--- config.mk ---
export PLATFORM = sky130hd
export DESIGN_NAME = sysctl_regfile
export DESIGN_NICKNAME = d
export VERILOG_FILES = /design/src/rtl/sysctl_pkg.sv /design/src/rtl/sysctl_addr_decode.sv /design/src/rtl/sysctl_irq_fsm.sv /design/src/rtl/sysctl_regfile.sv
export SDC_FILE = /design/constraint.sdc
export NUM_CORES = 1
export LEC_CHECK = 0
export ABC_AREA = 1
export BUFFER_PORTS_ARGS = -buffer_cell sky130_fd_sc_hd__buf_2
export CORE_AREA = 2 2 161 163
export DETAILED_ROUTE_END_ITERATION = 7
export DIE_AREA = 0 0 163 165
export PLACE_DENSITY = 0.77
export SYNTH_ARGS = -nofsm -noshare
export SYNTH_HDL_FRONTEND = slang
export SYNTH_SLANG_ARGS = --single-unit
export TNS_END_PERCENT = 50
--- constraint.sdc ---
create_clock -name clk -period 2.65 [get_ports clk]
set_clock_uncertainty 0.2 [all_clocks]
set_input_delay 0 -clock clk [delete_from_list [all_inputs] [get_ports clk]]
set_output_delay 0 -clock clk [all_outputs]
set_load 0.1 [all_outputs]
--- src/rtl/sysctl_pkg.sv ---
package sysctl_pkg;
    localparam int REG_W   = 5;
    localparam int SEL_W   = 3;
    localparam int XLEN    = 32;
    localparam int HWIRQ_N = 6;
    localparam int HWIRQ_LO = 10;
    localparam int ASID_W  = 8;

    // storage slots
    localparam int SL_INDEX = 0;
    localparam int SL_ELO0  = 1;
    localparam int SL_ELO1  = 2;
    localparam int SL_CTX   = 3;
    localparam int SL_PMASK = 4;
    localparam int SL_WIRED = 5;
    localparam int SL_EHI   = 6;
    localparam int SL_STAT  = 7;
    localparam int SL_CAUSE = 8;
    localparam int SL_EPC   = 9;
    localparam int SL_DBG   = 10;
    localparam int SL_DEPC  = 11;
    localparam int SL_TAG   = 12;
    localparam int SL_EEPC  = 13;
    localparam int SL_SAVE  = 14;
    localparam int SLOT_N   = 15;

    // status / debug bit positions
    localparam int ST_IE  = 0;
    localparam int ST_EXL = 1;
    localparam int ST_ERL = 2;
    localparam int ST_UM  = 4;
    localparam int DB_DM  = 30;

    localparam logic [XLEN-1:0] IRQ_MASK_FIELD = 32'h0000_FF00;

    typedef enum logic {
        IRQ_IDLE,
        IRQ_ACTIVE
    } irq_state_e;

    function automatic logic [REG_W-1:0] slot_reg(input int s);
        case (s)
            SL_INDEX: return 5'd0;
            SL_ELO0:  return 5'd2;
            SL_ELO1:  return 5'd3;
            SL_CTX:   return 5'd4;
            SL_PMASK: return 5'd5;
            SL_WIRED: return 5'd6;
            SL_EHI:   return 5'd10;
            SL_STAT:  return 5'd12;
            SL_CAUSE: return 5'd13;
            SL_EPC:   return 5'd14;
            SL_DBG:   return 5'd23;
            SL_DEPC:  return 5'd24;
            SL_TAG:   return 5'd28;
            SL_EEPC:  return 5'd30;
            default:  return 5'd31;
        endcase
    endfunction

    // bits taken from written data
    function automatic logic [XLEN-1:0] slot_wmask(input int s);
        case (s)
            SL_INDEX: return 32'h0000_000F;
            SL_ELO0:  return 32'h3FFF_FFFF;
            SL_ELO1:  return 32'h3FFF_FFFF;
            SL_CTX:   return 32'h00FF_FFF0;
            SL_PMASK: return 32'h01FF_E000;
            SL_WIRED: return 32'h0000_000F;
            SL_EHI:   return 32'hFFFF_F0FF;
            SL_STAT:  return 32'hFA78_FF01;
            SL_CAUSE: return 32'h0000_0300;
            SL_DBG:   return 32'h1330_0120;
            SL_TAG:   return 32'hFFFF_FCF6;
            default:  return 32'hFFFF_FFFF;
        endcase
    endfunction

    // bits owned by hardware, kept across writes
    function automatic logic [XLEN-1:0] slot_kmask(input int s);
        case (s)
            SL_INDEX: return 32'h8000_0000;
            SL_CTX:   return 32'hFF00_0000;
            SL_CAUSE: return 32'hB000_F87C;
            SL_DBG:   return 32'h8C03_FC1F;
            default:  return 32'h0000_0000;
        endcase
    endfunction
endpackage

--- src/rtl/sysctl_addr_decode.sv ---
module sysctl_addr_decode
    import sysctl_pkg::*;
(
    input  logic             en,
    input  logic [REG_W-1:0] reg_no,
    input  logic [SEL_W-1:0] sel_no,
    output logic [SLOT_N-1:0] hit
);
    // every implemented slot lives at select 0
    always_comb begin
        hit = '0;
        if (en && sel_no == '0) begin
            for (int s = 0; s < SLOT_N; s++) begin
                if (reg_no == slot_reg(s)) hit[s] = 1'b1;
            end
        end
    end
endmodule

--- src/rtl/sysctl_irq_fsm.sv ---
module sysctl_irq_fsm
    import sysctl_pkg::*;
(
    input  logic clk,
    input  logic rst_n,
    input  logic stat_wr,
    input  logic old_ie,
    input  logic new_ie,
    input  logic new_exl,
    input  logic new_erl,
    input  logic dbg_mode,
    input  logic pending,
    output logic irq_req
);
    irq_state_e state_q, state_d;
    logic raise_ok, drop_ok;

    assign raise_ok = new_ie && !old_ie && !new_exl && !new_erl && !dbg_mode && pending;
    assign drop_ok  = !new_ie && old_ie;

    always_comb begin
        state_d = state_q;
        unique case (state_q)
            IRQ_IDLE:   if (stat_wr && raise_ok) state_d = IRQ_ACTIVE;
            IRQ_ACTIVE: if (stat_wr && drop_ok)  state_d = IRQ_IDLE;
        endcase
    end

    always_ff @(posedge clk or negedge rst_n) begin
        if (!rst_n) state_q <= IRQ_IDLE;
        else        state_q <= state_d;
    end

    always_comb begin
        irq_req = (state_q == IRQ_ACTIVE);
    end

    a_r7_raise: assert property (@(posedge clk) disable iff (!rst_n)
        (stat_wr && raise_ok) |=> irq_req);
    a_r8_drop: assert property (@(posedge clk) disable iff (!rst_n)
        (stat_wr && drop_ok) |=> !irq_req);
    a_r13_hold: assert property (@(posedge clk) disable iff (!rst_n)
        !stat_wr |=> $stable(irq_req));
endmodule

--- src/rtl/sysctl_regfile.sv ---
module sysctl_regfile
    import sysctl_pkg::*;
(
    input  logic               clk,
    input  logic               rst_n,
    input  logic               wr_en,
    input  logic [REG_W-1:0]   wr_reg,
    input  logic [SEL_W-1:0]   wr_sel,
    input  logic [XLEN-1:0]    wr_data,
    input  logic [REG_W-1:0]   rd_reg,
    input  logic [SEL_W-1:0]   rd_sel,
    output logic [XLEN-1:0]    rd_data,
    input  logic [HWIRQ_N-1:0] hw_irq,
    output logic               irq_req,
    output logic               mode_user,
    output logic               mode_exl,
    output logic               mode_erl,
    output logic               mode_dbg,
    output logic               asid_chg
);
    localparam int HWIRQ_HI = HWIRQ_LO + HWIRQ_N - 1;

    logic [SLOT_N-1:0] whit, rhit;
    logic [XLEN-1:0]   stored [SLOT_N];
    logic [XLEN-1:0]   view   [SLOT_N];
    logic              past_ok;

    sysctl_addr_decode u_wdec (
        .en(wr_en), .reg_no(wr_reg), .sel_no(wr_sel), .hit(whit)
    );
    sysctl_addr_decode u_rdec (
        .en(1'b1), .reg_no(rd_reg), .sel_no(rd_sel), .hit(rhit)
    );

    for (genvar g = 0; g < SLOT_N; g++) begin : g_slot
        logic [XLEN-1:0] q;
        logic [XLEN-1:0] merged;
        assign merged = (q & slot_kmask(g)) | (wr_data & slot_wmask(g));
        if (g == SL_CAUSE) begin : g_cause
            logic [XLEN-1:0] nxt;
            always_comb begin
                nxt = whit[g] ? merged : q;
                nxt[HWIRQ_HI:HWIRQ_LO] = hw_irq;
            end
            always_ff @(posedge clk or negedge rst_n) begin
                if (!rst_n) q <= '0;
                else        q <= nxt;
            end
        end else begin : g_plain
            always_ff @(posedge clk or negedge rst_n) begin
                if (!rst_n)       q <= '0;
                else if (whit[g]) q <= merged;
            end
        end
        assign stored[g] = q;
        if (g == SL_STAT) begin : g_vstat
            always_comb begin
                view[g] = q;
                view[g][ST_UM]  = q[ST_UM]  | mode_user;
                view[g][ST_ERL] = q[ST_ERL] | mode_erl;
                view[g][ST_EXL] = q[ST_EXL] | mode_exl;
            end
        end else if (g == SL_DBG) begin : g_vdbg
            always_comb begin
                view[g] = q;
                view[g][DB_DM] = q[DB_DM] | mode_dbg;
            end
        end else begin : g_vplain
            assign view[g] = q;
        end
    end

    always_comb begin
        rd_data = '0;
        for (int s = 0; s < SLOT_N; s++) begin
            if (rhit[s]) rd_data = rd_data | view[s];
        end
    end

    // mode flags
    always_ff @(posedge clk or negedge rst_n) begin
        if (!rst_n) begin
            mode_user <= 1'b0;
            mode_exl  <= 1'b0;
            mode_erl  <= 1'b0;
            mode_dbg  <= 1'b0;
        end else begin
            if (whit[SL_STAT]) begin
                mode_user <= wr_data[ST_UM];
                mode_exl  <= wr_data[ST_EXL];
                mode_erl  <= wr_data[ST_ERL];
            end
            if (whit[SL_DBG]) mode_dbg <= wr_data[DB_DM];
        end
    end

    // address-space tag change pulse
    always_ff @(posedge clk or negedge rst_n) begin
        if (!rst_n) asid_chg <= 1'b0;
        else        asid_chg <= whit[SL_EHI] &&
                                (wr_data[ASID_W-1:0] != stored[SL_EHI][ASID_W-1:0]);
    end

    logic [XLEN-1:0] new_status;
    assign new_status = wr_data & slot_wmask(SL_STAT);

    sysctl_irq_fsm u_irq (
        .clk      (clk),
        .rst_n    (rst_n),
        .stat_wr  (whit[SL_STAT]),
        .old_ie   (stored[SL_STAT][ST_IE]),
        .new_ie   (wr_data[ST_IE]),
        .new_exl  (wr_data[ST_EXL]),
        .new_erl  (wr_data[ST_ERL]),
        .dbg_mode (mode_dbg),
        .pending  (|(new_status & stored[SL_CAUSE] & IRQ_MASK_FIELD)),
        .irq_req  (irq_req)
    );

    always_ff @(posedge clk or negedge rst_n) begin
        if (!rst_n) past_ok <= 1'b0;
        else        past_ok <= 1'b1;
    end

    a_r2_nonzero_sel: assert property (@(posedge clk) disable iff (!rst_n)
        (wr_en && wr_sel != '0) |=> $stable(stored[SL_EPC]));
    a_r6_mode_flags: assert property (@(posedge clk) disable iff (!rst_n)
        (wr_en && wr_sel == '0 && wr_reg == 5'd12) |=>
        (mode_user == $past(wr_data[ST_UM]) && mode_exl == $past(wr_data[ST_EXL])));
    a_r9_hw_lines: assert property (@(posedge clk) disable iff (!rst_n)
        past_ok |=> stored[SL_CAUSE][HWIRQ_HI:HWIRQ_LO] == $past(hw_irq));
    a_r10_dbg_flag: assert property (@(posedge clk) disable iff (!rst_n)
        (wr_en && wr_sel == '0 && wr_reg == 5'd23) |=> mode_dbg == $past(wr_data[DB_DM]));
    a_r11_asid_src: assert property (@(posedge clk) disable iff (!rst_n)
        (past_ok && asid_chg) |-> $past(wr_en && wr_reg == 5'd10 && wr_sel == '0));
endmodule

# Word level (Yosys, flattened, before mapping)

Index checks and enable logic that the tools add are counted.

Multiplexer cells: 80
Bitwise operators: 21
Equal/unequal tests: 31
Reduce and logical (&&, ||, !) cells: 18

Operators by type and width:

| cell                | count |
|---|---|
| $mux W32            | 15 |
| $or A32 B32 Y32     | 10 |
| $eq A5 B5 Y1        | 30 |
| $mux W5             | 30 |
| $or A32 B30 Y32     | 2 |
| $or A32 B4 Y32      | 2 |
| $mux W1             | 32 |
| $or A32 B10 Y32     | 1 |
| $or A32 B24 Y32     | 1 |
| $or A32 B25 Y32     | 1 |
| $or A32 B29 Y32     | 1 |
| $mux W15            | 2 |
| $and A16 B16 Y16    | 1 |
| $logic_and A1 B1 Y1 | 10 |
| $ne A8 B8 Y1        | 1 |
| $reduce_or A8 Y1    | 1 |
| $logic_not A3 Y1    | 2 |
| $logic_not A1 Y1    | 5 |
| $pmux W1 S2         | 1 |
| $not A1 Y1          | 1 |
| $or A1 B1 Y1        | 1 |

Flip-flop bits (word level): 413
Word-level logic and storage cells: 172
Output and inout bits: 38
Input bits: 57

# Logic depth before layout (Yosys ltp)

Word-level depth: 34
Depth in mapped cells: 9

# By module

Synthesis repeated with hierarchy kept, for this count alone.

Cell total of the unflattened synthesis: 1621
Area total of the unflattened synthesis: 14878.0 µm²

By module, submodules not included:

| module             | times used | cells an instance | area an instance (µm²) | sequential area each (µm²) |
|---|---|---|---|---|
| sysctl_regfile     | 1          | 1508              | 14408.8                | 8082.8 |
| sysctl_addr_decode | 2          | 50                | 198.9                  | 0.0 |
| sysctl_irq_fsm     | 1          | 13                | 71.3                   | 25.0 |

# Least setup slack after synthesis

Ideal clock, no wire load.

Path kind: reg-to-output
From: register mode_exl
To: output port rd_data[1]
Stages on the path, launching flop included: 4
Data arrival time: 1.912 ns
Slack: 0.538 ns
Path through: dfrtp_1 -> nor3b_1 -> nor2_1 -> nand3_1

Cells in the longest elaborated chain, start to end: 16

RTL lines:

| what                     | RTL line             | text |
|---|---|---|
| start: declaration       | sysctl_regfile.sv:16 | `output logic mode_exl,` |
| start signal: assignment | sysctl_regfile.sv:90 | `mode_exl <= wr_data[ST_EXL];` |
| $or A32 B32 Y32 *        | sysctl_regfile.sv:76 | `if (rhit[s]) rd_data = rd_data \| view[s];` |
| $mux W32 *               | sysctl_regfile.sv:76 |  |
| $or A32 B32 Y32          | sysctl_regfile.sv:76 |  |
| $mux W32 *               | sysctl_regfile.sv:76 |  |
| $or A32 B32 Y32          | sysctl_regfile.sv:76 |  |
| $mux W32 *               | sysctl_regfile.sv:76 |  |
| $or A32 B32 Y32          | sysctl_regfile.sv:76 |  |
| $mux W32 *               | sysctl_regfile.sv:76 |  |
| $or A32 B32 Y32          | sysctl_regfile.sv:76 |  |
| $mux W32 *               | sysctl_regfile.sv:76 |  |
| $or A32 B32 Y32          | sysctl_regfile.sv:76 |  |
| $mux W32 *               | sysctl_regfile.sv:76 |  |
| $or A32 B32 Y32          | sysctl_regfile.sv:76 |  |
| $mux W32 *               | sysctl_regfile.sv:76 |  |
| $or A32 B32 Y32          | sysctl_regfile.sv:76 |  |
| $mux W32 *               | sysctl_regfile.sv:76 |  |
| end: declaration         | sysctl_regfile.sv:12 | `output logic [XLEN-1:0] rd_data,` |

Mark *: on every way between the ends. The rest lies on a longest branch, timed or not.

# Final worst setup path

From: input port wr_sel[0]
To: register g_slot[14].q[18]

Cells in the longest elaborated chain, start to end: 3

RTL lines:

| what                   | RTL line                 | text |
|---|---|---|
| start: declaration     | sysctl_regfile.sv:8      | `input logic [SEL_W-1:0] wr_sel,` |
| $logic_not A3 Y1       | sysctl_addr_decode.sv:12 | `if (en && sel_no == '0) begin` |
| $logic_and A1 B1 Y1    | sysctl_addr_decode.sv:12 |  |
| $mux W15               | sysctl_addr_decode.sv:12 |  |
| end signal: assignment | sysctl_regfile.sv:52     | `else if (whit[g]) q <= merged;` |
| end: declaration       | sysctl_regfile.sv:36     | `logic [XLEN-1:0] q;` |

No other way between the ends.
A chain may end at the register's enable or synchronous reset.

==> impl_metrics.ini <==
[synth]
synthCells = 1811
yosysWarnings = 0
synthMuxAreaShare_pct = 0
synth_fa_ha_area_share_pct = 0
synthXorXnorAreaFrac_pct = 0.417
synth_top_area_cell = dfrtp_1
synth_top_family_by_area = simple AND/OR/NAND/NOR gates
ys_top_cells_by_area = dfrtp_1, nand2_1, nand3_1, o21ai_0, o21ai_1
yosysUniqueCellTypes = 28
ys_ff_latch = 324
synth_seq_area_share_pct = 55.1
yosysTopAreaCellShare_pct = 55.1
synth_simple_gate_area_share_pct = 27.9
synth_fp_nets = 1868
synth_area_um2 = 14700
synth_compound_gate_area_share_pct = 11.2
syn_avg_cell_area_um2 = 8.12

[sta]
fin_tns_setup_ns = 0
finalSetupViolations = 0
slew_viol_final = 0
final_hold_viol_count = 0
max-slew-margin-rel_pct = 51.0
rsz0062_at_grt = no
fmax_mhz = 401
min_period_ns = 2.49
period_share_pct = 94.0
tightestPinTransition_ns = 0.735
whs_ns = 0.173
final.setup.worst_slack_ns = 0.159

[placement]
gp_congestion = 0.857
dp_hpwl_mm = 24.6
port_buffers = 94
dp_cells = 2158
pre_cts_slack_ns = 0.713

[global_route]
grt_pass1_wl_mm = 68.9
grt_max_degree = 90
antenna_found_initial = 0
grt_util_all_layers_pct = 33.0
grt_pass1_vias = 13103
overflow = 0

[layout]
nets = 1980
area_delta_synth_final_pct = 20.6
fillers = 1930
antennaDiodeCount = 0
final_common_cell = nand2_1
final_cell_mix = nand2_1, dfrtp_1, nand3_1
drive_gt1_share_pct = 11.9
regArea_um2 = 8110
final_cells = 2278
multi_input_area_um2 = 5850

[clock_network]
insertion_delay_ns = 0.51
post_cts_buffers = 0
cts-buffers-inserted = 35
htreeDepth = 2
cts_buffer_depth = 3
clkTransAtPathRegs_ns = 0.06
numClockSinks = 324
clock-root-buffer = clkbuf_16
tritoncts = yes

[routing]
wl_per_cell_um = 18.8
vias = 13205
antenna_left = 0
drt_first_pass_iters = 5
viasPerCell = 5.80
wirelength_mm = 42.9
drt_iter0_drc = 1534
drc = 0

[power]
p_sw_uw = 2640
ir_drop_mv = 0.560
p_sw_share_pct = 23.8
pwr-share-clk_pct = 44.5
p_leak_uw = 0.00877
pwr-share-comb_pct = 7.2
power.density_nw_per_um2 = 625
finalPower_uw = 11100
p_int_uw = 8440
seqPwrFrac_pct = 48.4

[floorplan]
die_area_um2 = 26900
rows = 58
die_w_um = 163
coreArea_um2 = 25000
fp.dieH_um = 165
ioPinCount = 95
initial_utilization_pct = 58.8

[critical_path]
reg2reg_slack_ns = 0.33
worstSetupEndpointType = flop
worstSetupPathType = in2reg
cp.arrival_ns = 2.67
critPathMaxFanout = 41
critPathLaunchType = input pin
crit_required_ns = 2.83

[min_path]
hp-class = in2reg

[outcome]
status = finished clean

[job]
cap_violations = 0
[synth_stat cells]
| cell | n |
|---|---|
| nand4_2 | 1 |
| o21ai_1 | 123 |
| nor2_1 | 149 |
| buf_1 | 2 |
| nand4_1 | 3 |
| nor3_1 | 3 |
| buf_6 | 2 |
| buf_4 | 9 |
| dfrtp_1 | 324 |
| o21ai_2 | 10 |
| a21oi_1 | 55 |
| nor2_4 | 6 |
| nor2_2 | 9 |
| nand2_2 | 2 |
| nor3b_1 | 2 |
| a22o_1 | 2 |
| inv_1 | 59 |
| buf_2 | 56 |
| inv_2 | 4 |
| clkinv_2 | 1 |
| nand3_1 | 235 |
| clkbuf_1 | 46 |
| and3_1 | 1 |
| nand2_1 | 568 |
| xnor2_1 | 7 |
| nand3_4 | 1 |
| o21ai_0 | 129 |
| nand3_2 | 2 |
[critical path, cell delays in order]
cell and delay [ns]:
dlygate4sd3_1 0.53, buf_2 0.13, nor2_2 0.07, dlygate4sd3_1 0.59, nand3_4 0.15, clkinv_2 0.20, nand3_2 0.45, buf_12 0.36
nand2_1 0.08, o21ai_1 0.07
[what timing repair did]
item | CTS | global route
resized for setup | 0 | 2
hold endpoints to repair | 648 | 0
hold buffers | 58 | 0
setup endpoints to repair | 0 | 1
[sequential cells by signal, indices dropped and copies added, names as in the netlist]
register,cells
mode_exl,1
mode_user,1
mode_erl,1
mode_dbg,1
asid_chg,1
g_slot.q,318
u_irq.irq_req,1
[layout make-up]
class                      count  area share [%]
tap                          330            2.33
clock inverter                10           0.578
clock buffer                  52            5.99
multi-input combinational   1308            33.0
sequential                   324            45.7
timing repair buffer         190            11.1
inverter                      64            1.36
[cell families after synthesis]
kind of cell | count (synthesis)
xor gates and xnor gates | 7
buffers and inverters | 179
and+or+nand+nor | 982
AOI/OAI and AO/OA | 319
DFF | 324
[power by group through the flow]
stage	clock (uW)	combinational (uW)	sequential, uW
4_1_cts	4960	788	5360
3_3_place_gp	0	693	5430
2_1_floorplan	0	374	5440
3_5_place_dp	0	719	5440
5_1_grt	5190	886	5390
6_report	4930	793	5360
[through the flow]
step                utilization, %  instance area, um^2
floorplan                        -                14700
global placement              63.8                16000
detailed placement            63.8                16000
CTS                           70.8                17700
global route                  70.9                17700
finish                        70.9                17700
[worst paths after layout]
kind | startpoint | endpoint | depth (start not counted)
max | wr_sel[0] | g_slot[14].q[18]$_DFFE_PN0P_ | 10
min | wr_data[31] | g_slot[14].q[31]$_DFFE_PN0P_ | 4
max reg2reg | g_slot[6].q[3]$_DFFE_PN0P_ | asid_chg$_DFF_PN0_ | 8
min reg2reg | g_slot[1].q[11]$_DFFE_PN0P_ | g_slot[1].q[11]$_DFFE_PN0P_ | 2
max in group asynchronous | rst_n | g_slot[11].q[15]$_DFFE_PN0P_ | 4
min in group asynchronous | rst_n | g_slot[8].q[10]$_DFF_PN0_ | 3
[routing by layer]
layer | routed length [um] | vias up | GRT usage (%)
li1 | - | 6130 | -
met1 | 17000 | 6297 | 44.8
met2 | 20700 | 667 | 54.7
met3 | 3860 | 111 | 5.25
met4 | 1300 | 0 | 11.0
met5 | 0 | - | 0
Note: power is estimated with default switching activity, not from simulation.
